File: src/rtl/irqg_pkg.sv
package irqg_pkg;
    localparam int DATA_W = 32;
    localparam int ADDR_W = 3;

    typedef enum logic [ADDR_W-1:0] {
        A_MODE   = 3'd0,
        A_INDEX  = 3'd1,
        A_MASK   = 3'd2,
        A_RAW    = 3'd3,
        A_MASKED = 3'd4,
        A_SET    = 3'd5,
        A_CLR    = 3'd6,
        A_NONE   = 3'd7
    } reg_addr_e;

    typedef enum logic [1:0] {
        M_OFF = 2'd0,
        M_SW  = 2'd1,
        M_HW  = 2'd2,
        M_RSV = 2'd3
    } line_mode_e;

    typedef struct packed {
        logic              valid;
        logic              write;
        logic              debug;
        logic [ADDR_W-1:0] addr;
        logic [DATA_W-1:0] wdata;
    } bus_req_t;

    function automatic logic mode_live(line_mode_e m);
        return (m == M_SW) || (m == M_HW);
    endfunction
endpackage

File: src/rtl/irqg_prio.sv
module irqg_prio #(
    parameter int NSRC  = 8,
    parameter int IDX_W = $clog2(NSRC + 1)
) (
    input  logic [NSRC-1:0]  masked,
    output logic [NSRC-1:0]  grant,
    output logic [IDX_W-1:0] idx
);
    always_comb begin
        grant = '0;
        idx   = '0;
        for (int i = NSRC - 1; i >= 0; i--) begin
            if (masked[i]) begin
                grant    = '0;
                grant[i] = 1'b1;
                idx      = IDX_W'(i + 1);
            end
        end
    end
endmodule

File: src/rtl/irqg_status.sv
module irqg_status #(
    parameter int NSRC = 8
) (
    input  logic            clk,
    input  logic            rst,
    input  logic [NSRC-1:0] set_vec,
    input  logic [NSRC-1:0] clr_vec,
    output logic [NSRC-1:0] raw
);
    for (genvar g = 0; g < NSRC; g++) begin : g_flag
        logic flag_q;
        always_ff @(posedge clk) begin
            if (rst)             flag_q <= 1'b0;
            else if (set_vec[g]) flag_q <= 1'b1;
            else if (clr_vec[g]) flag_q <= 1'b0;
        end
        assign raw[g] = flag_q;

        // a set in the same cycle as a clear leaves the flag set
        a_r8_set_wins: assert property (@(posedge clk) disable iff (rst)
            set_vec[g] |=> raw[g]);
        // an uncontested clear retires the flag
        a_r6_clear_takes: assert property (@(posedge clk) disable iff (rst)
            (clr_vec[g] && !set_vec[g]) |=> !raw[g]);
    end
endmodule

File: src/rtl/irqg_regbus.sv
module irqg_regbus
    import irqg_pkg::*;
#(
    parameter int NSRC  = 8,
    parameter int IDX_W = $clog2(NSRC + 1)
) (
    input  logic              clk,
    input  logic              rst,
    input  bus_req_t          req,
    input  logic [NSRC-1:0]   raw,
    input  logic [NSRC-1:0]   masked,
    input  logic [IDX_W-1:0]  idx,
    output logic [NSRC-1:0]   mask,
    output line_mode_e        mode,
    output logic [NSRC-1:0]   wr_set,
    output logic [NSRC-1:0]   wr_clr,
    output logic              idx_take,
    output logic [DATA_W-1:0] rdata
);
    logic wr, rd;
    reg_addr_e a;
    logic [NSRC-1:0] mask_q;
    line_mode_e      mode_q;

    assign a  = reg_addr_e'(req.addr);
    assign wr = req.valid && req.write;
    assign rd = req.valid && !req.write;

    always_ff @(posedge clk) begin
        if (rst) begin
            mask_q <= '1;
            mode_q <= M_SW;
        end else if (wr) begin
            if (a == A_MASK) mask_q <= req.wdata[NSRC-1:0];
            if (a == A_MODE) mode_q <= line_mode_e'(req.wdata[1:0]);
        end
    end

    assign mask     = mask_q;
    assign mode     = mode_q;
    assign wr_set   = (wr && a == A_SET) ? req.wdata[NSRC-1:0] : '0;
    assign wr_clr   = (wr && a == A_CLR) ? req.wdata[NSRC-1:0] : '0;
    assign idx_take = rd && !req.debug && a == A_INDEX;

    always_comb begin
        rdata = '0;
        if (rd) begin
            unique case (a)
                A_MODE:   rdata[1:0]       = mode_q;
                A_INDEX:  rdata[IDX_W-1:0] = idx;
                A_MASK:   rdata[NSRC-1:0]  = mask_q;
                A_RAW:    rdata[NSRC-1:0]  = raw;
                A_MASKED: rdata[NSRC-1:0]  = masked;
                default:  rdata            = '0;
            endcase
        end
    end
endmodule

File: src/rtl/irq_group_agg.sv
module irq_group_agg
    import irqg_pkg::*;
#(
    parameter int NSRC = 8
) (
    input  logic              clk,
    input  logic              rst,
    input  logic [NSRC-1:0]   src_evt,
    input  logic [NSRC-1:0]   hw_clr,
    input  logic              bus_valid,
    input  logic              bus_write,
    input  logic              bus_debug,
    input  logic [ADDR_W-1:0] bus_addr,
    input  logic [DATA_W-1:0] bus_wdata,
    output logic [DATA_W-1:0] bus_rdata,
    output logic              irq_out
);
    localparam int IDX_W = $clog2(NSRC + 1);

    bus_req_t        req;
    logic [NSRC-1:0] raw_q, mask_q, masked, grant;
    logic [NSRC-1:0] wr_set, wr_clr, set_all, clr_all;
    logic [IDX_W-1:0] idx_val;
    logic            idx_take, live;
    line_mode_e      mode_q;

    assign req = '{valid: bus_valid, write: bus_write, debug: bus_debug,
                   addr: bus_addr, wdata: bus_wdata};

    irqg_regbus #(.NSRC(NSRC), .IDX_W(IDX_W)) u_bus (
        .clk(clk), .rst(rst), .req(req), .raw(raw_q), .masked(masked),
        .idx(idx_val), .mask(mask_q), .mode(mode_q), .wr_set(wr_set),
        .wr_clr(wr_clr), .idx_take(idx_take), .rdata(bus_rdata));

    irqg_prio #(.NSRC(NSRC), .IDX_W(IDX_W)) u_prio (
        .masked(masked), .grant(grant), .idx(idx_val));

    assign live    = mode_live(mode_q);
    assign masked  = raw_q & mask_q;
    assign set_all = (live ? src_evt : '0) | wr_set;
    assign clr_all = wr_clr | (idx_take ? grant : '0)
                   | ((mode_q == M_HW) ? hw_clr : '0);

    irqg_status #(.NSRC(NSRC)) u_stat (
        .clk(clk), .rst(rst), .set_vec(set_all), .clr_vec(clr_all), .raw(raw_q));

    assign irq_out = live && (|masked);

    logic dbg_idx_rd;
    assign dbg_idx_rd = bus_valid && !bus_write && bus_debug && bus_addr == A_INDEX;

    // a debug index read retires nothing
    a_r3_debug_keeps: assert property (@(posedge clk) disable iff (rst)
        (dbg_idx_rd && (mode_q != M_HW || hw_clr == '0)) |=> (($past(raw_q) & ~raw_q) == '0));
    // state right after reset
    a_r5_reset_state: assert property (@(posedge clk) disable iff (rst)
        $past(rst) |-> (mask_q == '1 && raw_q == '0 && mode_q == M_SW));
    // the index only names a masked, pending flag
    a_r4_idx_visible: assert property (@(posedge clk) disable iff (rst)
        (idx_val != '0) |-> masked[int'(idx_val) - 1]);
    // no lower-numbered masked flag is pending than the one reported
    a_r1_lowest_wins: assert property (@(posedge clk) disable iff (rst)
        (idx_val != '0) |-> ((masked & ((NSRC'(1) << (int'(idx_val) - 1)) - NSRC'(1))) == '0));
    // index is zero only when nothing masked is pending
    a_r1_zero_means_idle: assert property (@(posedge clk) disable iff (rst)
        (idx_val == '0) |-> (masked == '0));
endmodule

File: config.mk
export PLATFORM = sky130hd
export DESIGN_NAME = irq_group_agg
export DESIGN_NICKNAME = d
export VERILOG_FILES = /design/src/rtl/irqg_pkg.sv /design/src/rtl/irqg_prio.sv /design/src/rtl/irqg_status.sv /design/src/rtl/irqg_regbus.sv /design/src/rtl/irq_group_agg.sv
export SDC_FILE = /design/constraint.sdc
export NUM_CORES = 1
export LEC_CHECK = 0
export BUFFER_PORTS_ARGS = -buffer_cell sky130_fd_sc_hd__buf_2
export CORE_MARGIN = 4
export CORE_UTILIZATION = 44
export CTS_CLUSTER_DIAMETER = 40
export CTS_CLUSTER_SIZE = 25
export DETAILED_ROUTE_END_ITERATION = 8
export GPL_TIMING_DRIVEN = 0
export PLACE_DENSITY = 0.9
export SYNTH_ARGS = -nofsm -noshare
export SYNTH_HDL_FRONTEND = slang
export SYNTH_SLANG_ARGS = --single-unit
File: constraint.sdc
create_clock -name clk -period 2.2 [get_ports clk]
set_input_delay 0.22 -clock clk [delete_from_list [all_inputs] [get_ports clk]]
set_output_delay 0.22 -clock clk [all_outputs]
set_load 0.01 [all_outputs]
==> impl_results.md <==
- Reg2reg start: u_bus.mask[1]
- Row cnt: 21
- Finished Cell Area: about 1900 um^2
- DR WL/cell: between 10 and 15 um
- H-tree levels: 1
- Pwr Density: around 430 nW/um^2
- Critical Path Start Type: flip-flop
- Asr flop ratio synth: 0
- Setup_tns: 0 ps
- Area Overhead vs Synth: 24.94%
- Vias in the first global route: 1,483
- DR vias: 1,689
- Hold depth: 2
- Hold WC Path Type: input port to flip-flop
- Starting DRT DRC Count: roughly 140
- Main area contributors after synthesis: dfxtp_1 24%, buf_4 12%, nor2b_1 7.0%, a21oi_1 6.6%, a211o_1 4.6%
- Clock Tree Root: clkbuf_4
- Die X: around 67 um
- Mapped Cells: between 150 and 200
- Largest net degree at the start of global routing: 11
- Placed Area: around 1900 um^2
- Max-cap viol count: 0
- Min Clock Period, post-route: 2063 ps
- First-pass DRT Iterations: 4
- # IOs: 89
- Ys flop type: dfxtp_1
- Post-Syn Area: 1525 um^2
- Fmax: 484.8 MHz
- Starting Density: 0.4571
- Synthesis Warnings: 0
- CP Data Required Time: around 2000 ps
- Worst-path cell chain: a222oi_1 > and3_1 > nand4_1 > a21oi_1 > buf_2
- Total grt overflow: 0
- Die height: 66.88 um
- Vias per cell: 5.413
- Reg-to-reg critical path endpoint: u_stat.g_flag[3].flag_q
- IO buf count: 40
- CP endpoint kind: primary output
- Maximum vdd drop: 0.0002638 V
- Post-synth EDFFs: 0
- Slowest Stage Delay on Critical Path: approximately 450 ps
- Final hold vios: 0
- RSZ-0062 raised after global routing: false
- Outcome: finished clean
- P_leak: between 0.8 and 0.9 nW
- Slowest CP cell: a222oi_1
- Crit path max-delay family: compound AO/OA/AOI/OAI gates
- Critical path class: flip-flop to primary output
- Initial antenna violation count: 0
- Antenna Nets Post-Route: 0
- Clock Sinks: 18
- Worst EP arrival: around 1800 ps
- Worst slew pin tran: 1289 ps
- DP HPWL: between 3 and 4 mm
- GP Congestion: just over 0.9
- Clk_lat worst skew: about 300 ps
- Setup slack after layout: around 140 ps
- Yosys cell types: 45
- Share of cells above drive strength 1: 0.2932
- Area leader, netlist: dfxtp_1
- N_diodes: 0
- Fin. max-slew vios: 0
- Num CTS Buffers: 3
- # resized after CTS: 0
- CTS Buffer Depth: 2
- Reg2Reg Depth: 4
- Buf/Inv on CP: 1
- Synth top area share: 0.2363
- Total track usage: 0.1909
- Period Utilization, post-route: 0.9377
- Synth Register Bits: 18
- Final #Nets: 324
- CTS tree: done
- Core Box Area: between 3000 and 4000 um^2
- R2R setup slack: ~340 ps
- Worst Skew: 2.316 ps
- Mapped Avg Cell Area: between 7 and 8 um^2
- Drt total wl: about 4.3 mm
- Peak fanout along the critical path: 5
- Dpl ws: slightly below 70 ps
- Worst Hold End: u_bus.mask[7]
- Remaining DRCs: 0
- First-pass GRT wire length: roughly 6.7 mm
- Clock transition at path regs: roughly 100 ps
- Setup Viol. Count Final: 0
- Sequential area share after synthesis: 0.2363
- CTS Hold Bufs: 0
- Die Area: 4472 um^2
- Postcts setup bufs: 0
- Min-delay src: bus_wdata[7]
- Slew margin rel.: 0.1389
## how the worst max path moves through the flow
stage	slack [ps]	startpoint	end	depth (start not counted)
after global placement	200	bus_addr[2]	u_stat.g_flag[0].flag_q	6
final	140	u_bus.mask[1]	bus_rdata[3]	5
after detailed placement	70	bus_addr[2]	u_stat.g_flag[7].flag_q	6
after floorplan	520	bus_addr[2]	u_stat.g_flag[3].flag_q	5
after CTS	170	u_bus.mask[1]	bus_rdata[3]	5
after global routing	50	u_bus.mask[1]	bus_rdata[3]	5
## report_power, final
group          internal, mW  switching (mW)  total (mW)
Sequential            0.345          0.0281       0.374
Clock                 0.101           0.107       0.208
Combinational         0.119           0.125       0.244
Total                 0.565           0.261       0.826
## layout make-up
class	count	area (um^2)
buffer	33	217.7
clock buffer	4	36.28
timing repair buffer	40	200.2
sequential	18	360.3
multi-input combinational	169	1026
tap	46	57.56
fill	311	1431
inverter	2	7.507
## Yosys cell counts, drive strengths merged, types with 2 or more instances
cell	number
nand2	18
nor2	9
inv	2
nor3	3
buf	27
nand2b	5
dfxtp	18
a32oi	2
or3b	5
o21ai	3
nand4	3
o22ai	4
a21o	3
a211o	8
nand3	6
nand3b	2
clkbuf	6
a21oi	20
o2bb2ai	2
nor3b	5
a22oi	4
nor2b	17
a221o	5
a22o	2
o211ai	2
a221oi	2
## cell usage in the layout, fill, tap and decap left out, drive strengths merged, types with 2 or more instances in the layout
cell type  instances
a22oi              4
a32oi              2
a211o              8
inv                2
a221oi             2
nand3              6
nand3b             2
nand2b             5
clkbuf            10
conb              24
o21ai              3
nor3               3
nand4              3
buf               67
or3b               5
o211ai             2
a21oi             20
a221o              5
nor3b              5
o22ai              4
nor2               9
nor2b             17
dfxtp             18
nand2             18
o2bb2ai            2
a21o               3
a22o               2
## per-layer routing
metal  vias up  part of all wire  track usage
met5         -                 0            0
met1       769              0.43       0.2610
li1        825                 -            -
met4         0            0.0093      0.04557
met3         7              0.11      0.02192
met2        88              0.45       0.3181
## state kept, by name, summed over array words and instances (netlist names)
name and cells:
u_stat.g_flag.flag_q 8, u_bus.mask 8, u_bus.mode 2
## cell families (layout without fill, tap and decap cells)
family,after synthesis,in the layout,share of synthesized area
AOI/OAI and AO/OA,62,62,0.2896
adders and majority gates,1,1,0.008202
buffers and inverters,35,79,0.1477
DFF,18,18,0.2363
muxes,2,2,0.01395
other,1,24,0.002459
and+or+nand+nor,80,80,0.3019
## metrics by stage
| stage | hold slack, ps | util | total power [mW] | cells |
|---|---|---|---|---|
| 5_1_grt | 156.0 | 0.5711 | 0.8649 | 312 |
| 4_1_cts | 147.2 | 0.5711 | 0.8211 | 312 |
| 3_5_place_dp | 461.7 | 0.5602 | 0.6184 | 308 |
| 3_3_place_gp | 458.2 | 0.5602 | 0.6128 | 308 |
| 6_report | 149.6 | 0.5711 | 0.8259 | 312 |
| 2_1_floorplan | 337.9 | - | 0.5456 | 222 |
Note: power is estimated with default switching activity, not from simulation.
